$ cat src/rtl/smmac_pkg.sv
package smmac_pkg;

    localparam int unsigned XLEN     = 32;
    localparam int unsigned PROD_W   = 2 * XLEN;
    localparam int unsigned IDX_W    = 4;
    localparam int unsigned RD_LSB   = 16;
    localparam int unsigned RA_LSB   = 12;
    localparam int unsigned RM_LSB   = 8;
    localparam int unsigned RN_LSB   = 0;
    localparam int unsigned SUB_BIT  = 6;
    localparam int unsigned RND_BIT  = 5;
    localparam logic [IDX_W-1:0] NO_ACC_IDX = IDX_W'(15);
    localparam logic [PROD_W-1:0] ROUND_K  = PROD_W'(1) << (XLEN - 1);

    typedef enum logic [1:0] {
        ACC_NONE = 2'd0,
        ACC_ADD  = 2'd1,
        ACC_SUB  = 2'd2
    } acc_mode_e;

    typedef struct packed {
        logic [IDX_W-1:0] rd;
        acc_mode_e        mode;
        logic             rnd;
        logic [XLEN-1:0]  acc;
    } ctrl_t;

    typedef struct packed {
        ctrl_t             ctrl;
        logic [PROD_W-1:0] prod;
    } stage1_t;

    function automatic ctrl_t decode_ctrl(input logic [XLEN-1:0] word,
                                          input logic [XLEN-1:0] acc_val);
        ctrl_t c;
        c.rd  = word[RD_LSB +: IDX_W];
        c.rnd = word[RND_BIT];
        c.acc = acc_val;
        if (word[RA_LSB +: IDX_W] == NO_ACC_IDX)
            c.mode = ACC_NONE;
        else if (word[SUB_BIT])
            c.mode = ACC_SUB;
        else
            c.mode = ACC_ADD;
        return c;
    endfunction

    function automatic logic [PROD_W-1:0] signed_product(input logic [XLEN-1:0] a,
                                                         input logic [XLEN-1:0] b);
        logic signed [PROD_W-1:0] ea;
        logic signed [PROD_W-1:0] eb;
        logic signed [PROD_W-1:0] p;
        ea = {{XLEN{a[XLEN-1]}}, a};
        eb = {{XLEN{b[XLEN-1]}}, b};
        p  = ea * eb;
        return p;
    endfunction

    function automatic logic [PROD_W-1:0] fold_acc(input acc_mode_e m,
                                                   input logic [XLEN-1:0] acc,
                                                   input logic [PROD_W-1:0] p,
                                                   input logic rnd);
        logic [PROD_W-1:0] hi;
        logic [PROD_W-1:0] r;
        hi = {acc, {XLEN{1'b0}}};
        case (m)
            ACC_ADD: r = hi + p;
            ACC_SUB: r = hi - p;
            default: r = p;
        endcase
        if (rnd)
            r = r + ROUND_K;
        return r;
    endfunction

endpackage

$ cat src/rtl/smmac_decode.sv
module smmac_decode
    import smmac_pkg::*;
(
    input  logic [XLEN-1:0]  insn,
    input  logic [XLEN-1:0]  op_a,
    output logic [IDX_W-1:0] src_n_idx,
    output logic [IDX_W-1:0] src_m_idx,
    output logic [IDX_W-1:0] src_a_idx,
    output ctrl_t            ctrl
);
    logic unused_insn_bits;

    always_comb begin
        src_n_idx = insn[RN_LSB +: IDX_W];
        src_m_idx = insn[RM_LSB +: IDX_W];
        src_a_idx = insn[RA_LSB +: IDX_W];
        ctrl      = decode_ctrl(insn, op_a);
    end

    assign unused_insn_bits = ^{insn[XLEN-1:RD_LSB+IDX_W], insn[RM_LSB-1],
                                insn[RND_BIT-1:RN_LSB+IDX_W]};

    always_comb begin
        if (ctrl.mode == ACC_NONE)
            a_none_r2: assert (src_a_idx == NO_ACC_IDX);
    end
endmodule

$ cat src/rtl/smmac_mul_stage.sv
module smmac_mul_stage
    import smmac_pkg::*;
(
    input  logic            clk,
    input  logic            rst,
    input  logic            in_valid,
    output logic            in_ready,
    input  ctrl_t           ctrl_in,
    input  logic [XLEN-1:0] op_n,
    input  logic [XLEN-1:0] op_m,
    input  logic            next_take,
    output logic            s1_valid,
    output stage1_t         s1_data
);
    logic load;

    assign in_ready = !s1_valid || next_take;
    assign load     = in_valid && in_ready;

    always_ff @(posedge clk) begin
        if (rst) begin
            s1_valid <= 1'b0;
            s1_data  <= '0;
        end else begin
            if (load) begin
                s1_valid     <= 1'b1;
                s1_data.ctrl <= ctrl_in;
                s1_data.prod <= signed_product(op_n, op_m);
            end else if (next_take) begin
                s1_valid <= 1'b0;
            end
        end
    end

    p_no_drop_r8: assert property (@(posedge clk) disable iff (rst)
        (s1_valid && !next_take) |=> (s1_valid && $stable(s1_data)));
endmodule

$ cat src/rtl/smmac_acc_stage.sv
module smmac_acc_stage
    import smmac_pkg::*;
(
    input  logic             clk,
    input  logic             rst,
    input  logic             s1_valid,
    input  stage1_t          s1_data,
    output logic             take,
    input  logic             out_ready,
    output logic             out_valid,
    output logic [IDX_W-1:0] out_rd,
    output logic [XLEN-1:0]  out_data
);
    logic [PROD_W-1:0] folded;

    assign take   = s1_valid && (!out_valid || out_ready);
    assign folded = fold_acc(s1_data.ctrl.mode, s1_data.ctrl.acc,
                             s1_data.prod, s1_data.ctrl.rnd);

    always_ff @(posedge clk) begin
        if (rst) begin
            out_valid <= 1'b0;
            out_rd    <= '0;
            out_data  <= '0;
        end else begin
            if (take) begin
                out_valid <= 1'b1;
                out_rd    <= s1_data.ctrl.rd;
                out_data  <= folded[PROD_W-1:XLEN];
            end else if (out_ready) begin
                out_valid <= 1'b0;
            end
        end
    end

    p_hold_r8: assert property (@(posedge clk) disable iff (rst)
        (out_valid && !out_ready) |=> (out_valid && $stable(out_data) && $stable(out_rd)));

    p_reset_empty_r9: assert property (@(posedge clk) disable iff (rst)
        $past(rst) |-> !out_valid);

    p_round_carry_r5: assert property (@(posedge clk) disable iff (rst)
        (take && s1_data.ctrl.mode == ACC_NONE && s1_data.ctrl.rnd) |=>
        (out_data == $past(s1_data.prod[PROD_W-1:XLEN]) + XLEN'($past(s1_data.prod[XLEN-1]))));

    p_sub_zero_r4: assert property (@(posedge clk) disable iff (rst)
        (take && s1_data.ctrl.mode == ACC_SUB && !s1_data.ctrl.rnd && s1_data.prod == '0) |=>
        (out_data == $past(s1_data.ctrl.acc)));
endmodule

$ cat src/rtl/smmac_unit.sv
module smmac_unit
    import smmac_pkg::*;
(
    input  logic        clk,
    input  logic        rst,
    input  logic        in_valid,
    output logic        in_ready,
    input  logic [31:0] insn,
    input  logic [31:0] op_n,
    input  logic [31:0] op_m,
    input  logic [31:0] op_a,
    output logic [3:0]  src_n_idx,
    output logic [3:0]  src_m_idx,
    output logic [3:0]  src_a_idx,
    output logic        out_valid,
    input  logic        out_ready,
    output logic [3:0]  out_rd,
    output logic [31:0] out_data,
    output logic        out_we
);
    ctrl_t   dec_ctrl;
    stage1_t s1_data;
    logic    s1_valid;
    logic    s2_take;

    smmac_decode u_dec (
        .insn      (insn),
        .op_a      (op_a),
        .src_n_idx (src_n_idx),
        .src_m_idx (src_m_idx),
        .src_a_idx (src_a_idx),
        .ctrl      (dec_ctrl)
    );

    smmac_mul_stage u_mul (
        .clk       (clk),
        .rst       (rst),
        .in_valid  (in_valid),
        .in_ready  (in_ready),
        .ctrl_in   (dec_ctrl),
        .op_n      (op_n),
        .op_m      (op_m),
        .next_take (s2_take),
        .s1_valid  (s1_valid),
        .s1_data   (s1_data)
    );

    smmac_acc_stage u_acc (
        .clk       (clk),
        .rst       (rst),
        .s1_valid  (s1_valid),
        .s1_data   (s1_data),
        .take      (s2_take),
        .out_ready (out_ready),
        .out_valid (out_valid),
        .out_rd    (out_rd),
        .out_data  (out_data)
    );

    assign out_we = out_valid && out_ready;

    p_two_stage_r7: assert property (@(posedge clk) disable iff (rst)
        $rose(out_valid) |-> $past(s1_valid));

    p_full_stall_r8: assert property (@(posedge clk) disable iff (rst)
        (s1_valid && out_valid && !out_ready) |-> !in_ready);
endmodule

$ cat config.mk
export PLATFORM = sky130hd
export DESIGN_NAME = smmac_unit
export DESIGN_NICKNAME = d
export VERILOG_FILES = /design/src/rtl/smmac_pkg.sv /design/src/rtl/smmac_decode.sv /design/src/rtl/smmac_mul_stage.sv /design/src/rtl/smmac_acc_stage.sv /design/src/rtl/smmac_unit.sv
export SDC_FILE = /design/constraint.sdc
export NUM_CORES = 2
export LEC_CHECK = 0
export BUFFER_PORTS_ARGS = -buffer_cell sky130_fd_sc_hd__buf_4
export CAP_MARGIN = 30
export CORE_ASPECT_RATIO = 0.6
export CORE_MARGIN = 1.5
export CORE_UTILIZATION = 55
export CTS_CLUSTER_SIZE = 40
export DETAILED_ROUTE_END_ITERATION = 6
export GPL_ROUTABILITY_DRIVEN = 0
export HOLD_SLACK_MARGIN = 0.03
export PLACE_DENSITY = 0.79
export SYNTH_ARGS = -nofsm -noshare
export SYNTH_HDL_FRONTEND = slang
export SYNTH_SLANG_ARGS = --single-unit
$ cat constraint.sdc
create_clock -name clk -period 16.5 [get_ports clk]
set_clock_uncertainty 0.05 [all_clocks]
set_input_delay 4.125 -clock clk [delete_from_list [all_inputs] [get_ports clk]]
set_output_delay 4.125 -clock clk [all_outputs]
set_load 0.05 [all_outputs]
==> summary.md <==
| Metric | Value |
|---|---|
| Die width | 379.2 um |
| Clock Latency Late Sink | 0.44 ns |
| Hold buffers post-CTS | 0 |
| GRT Overall Usage | 31.26% |
| Crit path max-delay family | adder cells |
| DR pass1 iterations | 6 |
| Worst min path class | reg -> reg |
| Crit-path most repeated cell | fa_1 |
| Crit. Startpoint | op_n[12] |
| Area of the die | 86,720 sq um |
| Final Max Slew Viols | 0 |
| Outcome | complete, no violations |
| Worst path depth | 27 |
| First-pass GRT wire length | 212,600 um |
| Largest net degree at the start of global routing | 75 |
| Ys flop type | dfxtp_1 |
| CTS Buf Count | 17 |
| Layout cells sized above 1 | 4.792% |
| DRC | 0 |
| Arr. time, crit path | 13.54 ns |
| Slowest CP cell | o41ai_1 |
| Crit. End Element | flop |
| Port bufs | 152 |
| Worst Path Required | 16.83 ns |
| Hold_ws | 0.4033 ns |
| Root Buffer | clkbuf_16 |
| Die height | 228.7 um |
| Busiest grt layer | met1 |
| GR Layer Usage met3 | 10.27% |
| Mux cell area share after synthesis | 0.2840% |
| Yosys warns | 0 |
| Clock sink total | 141 |
| Core footprint | 83,820 sq um |
| Post-CTS Setup Repair Bufs | 0 |
| Vias per cell | 5.826 |
| Post-Synth XOR/XNOR Area | 1.894% |
| Post-Synthesis Net Count | 6,793 |
| Post-synth ARST share | 0% |
| Avg Inst Size Synth | 8.763 sq um |
| Post-Route WL | 129,200 um |
| R2R Path Start | u_mul.s1_data[97]$_SDFFE_PP0P_ |
| Fmax | 75.72 MHz |
| GR Util met1 | 45.53% |
| Final Hold Fails | 0 |
| CTS tree | yes |
| Post-synthesis adder-cell area fraction | 53.10% |
| Initial antenna violation count | 2 |
| Gr ovfl total | 0 |
| Synth Area in Simple Gates | 18.44% |
| Post-detailed-placement half-perimeter wirelength | 100,400 um |
| Final setup viols | 0 |
| Reg2Reg Depth | 16 |
| FP Rows | 82 |
| Num ports | 183 |
| Cell Area, Synth | 46,700 sq um |
| Compound-Gate Fraction of Synth Area | 8.962% |
| CP max stage delay | 1.00 ns |
| RSZ-0062 raised after global routing | no |
| Avg WL per Cell | 20.34 um |
| Synth Instances | 5,329 |
| Slew Limit Headroom | 24.17% |
| Clock Path Buffers | 2 |
| Area growth syn-to-layout | 4.348% |
| Via count | 37,020 |
| H-tree levels | 4 |
| Final period util | 80.04% |
| Post-synth EDFFs | 0 |
| Main combinational cell family by area after synthesis | adder cells |
| Global Route met2 Usage | 44.77% |
| Starting Density | 55.71% |
| Setup crit end | u_mul.s1_data[61]$_SDFFE_PP0P_ |
| Post-synthesis sequential area ratio | 6.045% |
| Final setup TNS | 0 ns |
| CTS clk-pin slew, worst paths | 0.07 ns |
| Post-synth cell types | 98 |
| Reg-to-reg slack, setup | 11.33 ns |
| Period minus WS final | 13.21 ns |
| Tightest Pin Transition | 1.123 ns |
| 1st-iter DRT viols | 3,840 |
| CTS-repair resized insts | 0 |
| CP Max Fanout | 32 |
| Yosys reg bits | 141 |
| Fin nets | 6,668 |
| R2r endpoint | u_acc.out_data[31]$_SDFFE_PP0P_ |
| Vias in the first global route | 38,910 |
| Crit path buffers/inverters | 5 |
| Max cap viols | 0 |
| WS Path Type | in -> reg |
| Worst setup SP type | input port |
| Number of routed nets with antenna violations | 0 |
==> flip-flops by register name, summed over array words and instances, names as in the netlist <==
| name | cells |
|---|---|
| u_acc.out_data | 32 |
| u_acc.out_rd | 4 |
| u_acc.out_valid | 1 |
| u_mul.s1_data | 103 |
| u_mul.s1_valid | 1 |
==> metrics by stage <==
step	util (%)	area (sq um)	cells	worst slack (ns)
after floorplan	-	46700	5329	4.874
after global placement	57.46	48160	6319	3.239
after detailed placement	57.46	48160	6319	3.171
after CTS	58.12	48720	6351	3.558
after global routing	58.13	48720	6352	3.170
final	58.13	48730	6354	3.294
==> worst min-delay path by stage <==
stage	startpoint	endpoint	slack (ns)	cells past startpoint
2_1_floorplan	u_mul.s1_data[28]$_SDFFE_PP0P_	u_mul.s1_data[28]$_SDFFE_PP0P_	0.38	2
6_report	u_acc.out_data[1]$_SDFFE_PP0P_	u_acc.out_data[1]$_SDFFE_PP0P_	0.40	2
4_1_cts	u_acc.out_data[18]$_SDFFE_PP0P_	u_acc.out_data[18]$_SDFFE_PP0P_	0.40	2
5_1_grt	u_acc.out_rd[3]$_SDFFE_PP0P_	u_acc.out_rd[3]$_SDFFE_PP0P_	0.43	2
3_3_place_gp	u_mul.s1_data[102]$_SDFFE_PP0P_	u_acc.out_rd[3]$_SDFFE_PP0P_	0.39	2
3_5_place_dp	u_acc.out_data[18]$_SDFFE_PP0P_	u_acc.out_data[18]$_SDFFE_PP0P_	0.39	2
==> kinds of logic (layout without fill, tap and decap cells) <==
family,after synthesis,count (layout)
AO/OA/AOI/OAI,635,635
adder cells (fa/ha/maj),1332,1332
AND/OR/NAND/NOR,1719,1719
multiplexers,13,13
other,0,3
flip-flops,141,141
buffers and inverters,1388,1276
XOR/XNOR,101,101
==> worst reg2reg max path, stage by stage (launching register included) <==
cell	delay, ns
dfxtp_1	0.36
inv_1	0.05
ha_1	0.28
buf_4	0.31
inv_1	0.13
buf_4	0.34
nand2_1	0.53
o21ai_0	0.59
ha_1	0.23
nand2_1	0.08
nor3b_1	0.42
nand2_1	0.24
nor3_2	0.48
nand4b_2	0.37
nor4_4	0.26
a31oi_1	0.15
o31ai_2	0.23
==> synth_stat cells, types with 15 or more instances <==
cell	count	area, sq um
fa_1	1083	21680
inv_1	1075	4035
nand2_1	781	2932
and2_1	504	3153
clkbuf_1	284	1066
ha_1	249	3115
a21oi_1	241	1206
nor2_1	154	578.1
dfxtp_1	141	2823
xnor2_1	74	648.1
o21ai_0	71	355.3
a21o_1	49	367.9
nand3_1	48	240.2
nor3_1	44	220.2
a211oi_1	33	247.7
nand4_1	28	175.2
a31oi_1	27	168.9
xor2_1	27	236.5
nand2b_1	24	150.1
o31ai_1	21	157.7
or3_1	21	131.4
o211ai_1	18	135.1
o21a_1	17	127.6
o21bai_1	15	112.6
==> layout by cell type (no fill, tap or decap), types with 74 or more instances in the layout <==
cell / netlist / routed
fa_1: 1083 / 1083
inv_1: 1075 / 1075
nand2_1: 781 / 780
and2_1: 504 / 503
ha_1: 249 / 249
a21oi_1: 241 / 241
buf_4: 12 / 166
nor2_1: 154 / 154
dfxtp_1: 141 / 141
xnor2_1: 74 / 74
==> per-layer routing <==
layer / wire length (um) / vias to the layer above / share of wire [%]
met5: 13 / - / 0.010
met4: 3958 / 2 / 3.1
met3: 18430 / 289 / 14
met2: 53510 / 2335 / 41
met1: 53300 / 18430 / 41
li1: - / 15960 / -
==> final cells by class <==
type                    count  area, sq um
fillers                  7183        35090
well taps                1134         1419
flip-flops and latches    141         2823
diodes                      3        7.507
repair buffers            166         1246
clock buffers              18        439.2
multi-input cells        3800        38630
clock inverters            14        121.4
inverters                1078         4046
Power is not shown: default switching activity piles up to over one toggle a cycle in this logic, so the estimate is an artifact.
